**config.mk**
```make
export PLATFORM = sky130hd
export DESIGN_NAME = shiftadd_mul
export DESIGN_NICKNAME = d
export VERILOG_FILES = /design/src/rtl/shiftadd_pkg.sv /design/src/rtl/shiftadd_adder.sv /design/src/rtl/shiftadd_ctrl.sv /design/src/rtl/shiftadd_dp.sv /design/src/rtl/shiftadd_mul.sv
export SDC_FILE = /design/constraint.sdc
export NUM_CORES = 1
export LEC_CHECK = 0
export ABC_AREA = 1
export CAP_MARGIN = 10
export CORE_MARGIN = 1.5
export CORE_UTILIZATION = 49
export CTS_CLUSTER_DIAMETER = 120
export DETAILED_ROUTE_END_ITERATION = 16
export DONT_BUFFER_PORTS = 1
export GPL_TIMING_DRIVEN = 1
export PLACE_DENSITY = 0.64
export SYNTH_ARGS = -nofsm -noshare
export SYNTH_HDL_FRONTEND = slang
export SYNTH_SLANG_ARGS = --single-unit
```
**constraint.sdc**
```tcl
create_clock -name clk -period 3.4 [get_ports clk]
set_input_delay 0.17 -clock clk [delete_from_list [all_inputs] [get_ports clk]]
set_output_delay 0.17 -clock clk [all_outputs]
set_load 0.02 [all_outputs]
```
**src/rtl/shiftadd_pkg.sv**
```systemverilog
package shiftadd_pkg;
   typedef enum logic {
      ADD_BEHAV  = 1'b0,
      ADD_RIPPLE = 1'b1
   } adder_kind_e;
endpackage

```
**src/rtl/shiftadd_adder.sv**
```systemverilog
module shiftadd_adder
   import shiftadd_pkg::*;
#(
   parameter int          W    = 8,
   parameter adder_kind_e KIND = ADD_RIPPLE
) (
   input  logic [W-1:0] a,
   input  logic [W-1:0] b,
   output logic [W-1:0] s,
   output logic         co
);
   if (KIND == ADD_RIPPLE) begin : g_ripple
      logic [W:0] c;
      assign c[0] = 1'b0;
      for (genvar i = 0; i < W; i++) begin : g_fa
         assign s[i]   = a[i] ^ b[i] ^ c[i];
         assign c[i+1] = (a[i] & b[i]) | (c[i] & (a[i] ^ b[i]));
      end
      assign co = c[W];
   end else begin : g_behav
      assign {co, s} = {1'b0, a} + {1'b0, b};
   end
endmodule

```
**src/rtl/shiftadd_ctrl.sv**
```systemverilog
module shiftadd_ctrl #(
   parameter int STEPS = 8
) (
   input  logic clk,
   input  logic rst_n,
   input  logic start,
   output logic load,
   output logic busy,
   output logic done
);
   localparam int CW = $clog2(STEPS + 1);
   localparam logic [CW-1:0] LAST = CW'(STEPS - 1);

   logic [CW-1:0] cnt;

   assign load = start & ~busy;

   always_ff @(posedge clk or negedge rst_n) begin
      if (!rst_n) begin
         cnt  <= '0;
         busy <= 1'b0;
         done <= 1'b0;
      end else begin
         done <= 1'b0;
         if (load) begin
            cnt  <= '0;
            busy <= 1'b1;
         end else if (busy) begin
            if (cnt == LAST) begin
               busy <= 1'b0;
               done <= 1'b1;
            end else begin
               cnt <= cnt + 1'b1;
            end
         end
      end
   end
endmodule

```
**src/rtl/shiftadd_dp.sv**
```systemverilog
module shiftadd_dp
   import shiftadd_pkg::*;
#(
   parameter int          M    = 8,
   parameter int          N    = 8,
   parameter adder_kind_e KIND = ADD_RIPPLE
) (
   input  logic         clk,
   input  logic         rst_n,
   input  logic         load,
   input  logic         step,
   input  logic [M-1:0] mcand,
   input  logic [N-1:0] mplr,
   output logic [M+N-1:0] product
);
   logic [M-1:0] icand_q;
   logic [M-1:0] hi_q;
   logic [N-1:0] lo_q;
   logic [M-1:0] addend;
   logic [M-1:0] sum;
   logic         carry;

   assign addend = lo_q[0] ? icand_q : '0;

   shiftadd_adder #(.W(M), .KIND(KIND)) u_add (
      .a  (hi_q),
      .b  (addend),
      .s  (sum),
      .co (carry)
   );

   always_ff @(posedge clk or negedge rst_n) begin
      if (!rst_n) begin
         icand_q <= '0;
         hi_q    <= '0;
         lo_q    <= '0;
      end else if (load) begin
         icand_q <= mcand;
         hi_q    <= '0;
         lo_q    <= mplr;
      end else if (step) begin
         hi_q <= {carry, sum[M-1:1]};
         lo_q <= {sum[0], lo_q[N-1:1]};
      end
   end

   assign product = {hi_q, lo_q};
endmodule

```
**src/rtl/shiftadd_mul.sv**
```systemverilog
module shiftadd_mul
   import shiftadd_pkg::*;
#(
   parameter int          MCAND_W = 6,
   parameter int          MPLR_W  = 5,
   parameter adder_kind_e ADDER   = ADD_RIPPLE
) (
   input  logic                       clk,
   input  logic                       rst_n,
   input  logic                       start,
   input  logic [MCAND_W-1:0]         mcand,
   input  logic [MPLR_W-1:0]          mplr,
   output logic                       busy,
   output logic                       done,
   output logic [MCAND_W+MPLR_W-1:0]  product
);
   if (MCAND_W < 2) begin : g_bad_m
      $error("MCAND_W must be at least 2");
   end
   if (MPLR_W < 2) begin : g_bad_n
      $error("MPLR_W must be at least 2");
   end

   logic load;

   shiftadd_ctrl #(.STEPS(MPLR_W)) u_ctrl (
      .clk   (clk),
      .rst_n (rst_n),
      .start (start),
      .load  (load),
      .busy  (busy),
      .done  (done)
   );

   shiftadd_dp #(.M(MCAND_W), .N(MPLR_W), .KIND(ADDER)) u_dp (
      .clk     (clk),
      .rst_n   (rst_n),
      .load    (load),
      .step    (busy),
      .mcand   (mcand),
      .mplr    (mplr),
      .product (product)
   );
endmodule

```
==> flow_summary_export.csv <==
group,metric,value,unit
sta,relSlewSlack,0.335,
logic_synthesis,synth-seq-cells,22,
sta,fmax,356,MHz
placement,post-dp-hpwl,1500,um
critical_path,cp-start-kind,"flop",
routing,dr.pass1.iters,4,
finish,instances_no_fill,161,
pwr,ir_drop,0.000563,V
routing,via_per_inst,4.83,
logic_synthesis,avgSynthCellArea,10.1,sq um
clock_network,clock_latency,300,ps
logic_synthesis,syn_nets,141,
clock_network,cts_tree,"built",
global_route,antenna_found_initial,0,
routing,routedWlPerCell,12.3,um
logic_synthesis,synth_common_cells,"nand2_1, dfrtp_1, inv_1, nand2_4, nand2_2",
pwr,p_per_area,826,nW/um^2
floorplan,initial_core_util,0.531,
critical_path,endpoint,"u_dp.hi_q[4]",
pwr,intPower,0.000618,W
logic_synthesis,ys_warn_count,0,
floorplan,rows,17,
sta,slew_viol_final,0,
routing,drt_wl_total,1980,um
floorplan,die_h,52.6,um
logic_synthesis,yosysMostFrequentCell,"nand2_1",
sta,fin_crit,2810,ps
routing,drc,0,
critical_path,cp_common_cell,"fa_1",
pwr,pwr-share-seq,0.511,
critical_path,end_kind,"flop",
logic_synthesis,synth_cell_types,20,
flow_run,maxCapViolCount,0,
routing,detail-route-antenna-nets,0,
logic_synthesis,synth-edff-count,0,
sta,hold-worst-slack,68.6,ps
finish,fillers,195,
logic_synthesis,synthesis.area,1210,sq um
pwr,p_leak,0.755,nW
finish,areaGrowthSynthToFinish,13.3,%
finish,drive_gt1_frac,0.233,
logic_synthesis,syn-instance-count,119,
sta,final.setup.tns,0,ps
clock_network,root_buffer,"clkbuf_4",
placement,placed_cells,145,
logic_synthesis,yosysTopAreaCell,"dfrtp_1",
clock_network,cts.sinks,22,
global_route,grt_max_degree,23,
critical_path,startpoint,"u_dp.lo_q[0]",
sta,rsz0062_at_grt,"no",
floorplan,ios,27,
clock_network,post_cts_resized,0,
floorplan,core,2280,sq um
routing,vias,777,
floorplan,die_width,52.6,um
critical_path,reg2regPathDepth,12,
floorplan,die-area,2770,sq um
critical_path,crit_arrival,3000,ps
placement,gp_congestion,0.773,
clock_network,post-cts-setup-buffers,0,
logic_synthesis,synth-seq-area-share,0.456,
finish,final_nets,156,
critical_path,worst-r2r-setup-slack,590,ps
placement,pre_cts_ws,603,ps
placement,port_buffers,0,
pwr,p_comb_frac,0.364,
routing,dr.first_iter.drc_count,13,
finish,post-route-util,0.601,
global_route,grt_overflow,0,
sta,setup_viol,0,
clock_network,hold_buffers,12,
global_route,grt_pass1_vias,823,
global_route,grt.total_usage,0.181,
worst_hold_path,holdCritStartpoint,"start",
pwr,clkPwrFrac,0.125,
sta,worst_slack,592,ps
clock_network,clockBufferDepth,2,
logic_synthesis,async_flop_share,1.00,
sta,worst_pin_slew,994,ps
critical_path,worst-path-max-fanout,8,
run_status,status,"finished, final reports clean",
clock_network,clk_pin_slew,120,ps
global_route,grt_pass1_wl,3640,um
logic_synthesis,synth_flop_cell,"dfrtp_1",
pwr,switching_share,0.452,
critical_path,reg2reg_to,"u_dp.hi_q[4]",
critical_path,crit_chain,"nand2_1 > inv_1 > ha_1 > fa_1 > inv_1 > fa_1 > fa_1 > inv_1 > fa_1 > inv_1 > fa_1 > o21ai_0",
sta,fin_crit_sh,0.826,
sta,finalClockSkew,3.80,ps
pwr,switching_power,0.000511,W
logic_synthesis,synth_area_leaders,"dfrtp_1, nand2_1, nand2_4, fa_1, inv_1",
clock_network,htreeDepth,1,
critical_path,max_stage_delay,600,ps
critical_path,worstPathRequired,3600,ps
critical_path,regToRegStartpoint,"u_dp.lo_q[0]",
worst_hold_path,hold_path.class,"input port to flop",
finish,n_antenna_cell,0,
critical_path,cp_slowest_cell,"dfrtp_1",
clock_network,cts_buffers,3,
sta,hold_violations,0,
critical_path,crit_type,"flop to flop",
logic_synthesis,yosysTopAreaCellShare,0.456,
[power by group through the flow]
stage / clock, W / combinational (W) / sequential (W)
3_5_place_dp: 0 / 0.000398 / 0.000586
5_1_grt: 0.000160 / 0.000481 / 0.000602
2_1_floorplan: 0 / 0.000381 / 0.000536
6_report: 0.000141 / 0.000411 / 0.000577
3_3_place_gp: 0 / 0.000386 / 0.000582
4_1_cts: 0.000146 / 0.000420 / 0.000580
[metrics by stage]
| step | power (W) | instance area (sq um) |
|---|---|---|
| detailed placement | 0.000984 | 1210 |
| floorplan | 0.000916 | 1210 |
| global route | 0.00124 | 1370 |
| CTS | 0.00115 | 1370 |
| finish | 0.00113 | 1370 |
| global placement | 0.000968 | 1210 |
[area by class of cell]
type / instances / area [sq um] / share of cell area
multi-input cells: 78 / 554 / 0.405
well taps: 28 / 35.0 / 0.0256
flip-flops and latches: 22 / 551 / 0.403
inverters: 17 / 71.3 / 0.0522
clock buffers: 4 / 36.3 / 0.0265
repair buffers: 12 / 120 / 0.0878
[layer usage]
layer,up-vias,track usage,wire length (um),share of wire
li1,389,-,-,-
met1,364,0.229,926,0.47
met2,22,0.302,941,0.48
met3,2,0.0657,97,0.049
met4,0,0.0256,14,0.0071
met5,-,0,0,0
[placed cells by master, fill, tap and decap left out, drive strengths merged]
master       Yosys  layout
nand2           52      52
nand3            8       8
a22o             1       1
dlygate4sd3      0      12
o21ai            3       3
nor2             3       3
ha               3       3
fa               5       5
dfrtp           22      22
inv             17      17
o22ai            2       2
clkbuf           0       4
a21oi            1       1
[critical path: cells and delay by family (launching register included)]
family | cells | cell delay, ps
buffers and inverters | 4 | 260
flip-flops | 1 | 600
adder cells (fa/ha/maj) | 6 | 1680
AND/OR/NAND/NOR | 1 | 90
AO/OA/AOI/OAI | 1 | 80
[state kept, by name, summed over array words and instances (netlist names)]
signal	cells
u_ctrl.busy	1
u_ctrl.cnt	3
u_dp.hi_q	6
u_dp.lo_q	5
u_ctrl.done	1
u_dp.icand_q	6
[how the worst min path moves through the flow]
stage,slack (ps),cells after the start,to
floorplan,-130,0,u_ctrl.busy
global placement,-130,0,u_dp.hi_q[5]
detailed placement,-130,0,u_dp.hi_q[5]
CTS,60,3,u_dp.hi_q[4]
global route,40,3,u_dp.hi_q[4]
finish,70,3,u_dp.hi_q[4]
[cell families after synthesis]
group,Yosys count,synth area share
adders and majority gates,8,0.114
AOI/OAI and AO/OA,7,0.0352
DFF,22,0.456
buffers and inverters,19,0.0850
and+or+nand+nor,63,0.310
Note: power is estimated with default switching activity, not from simulation.
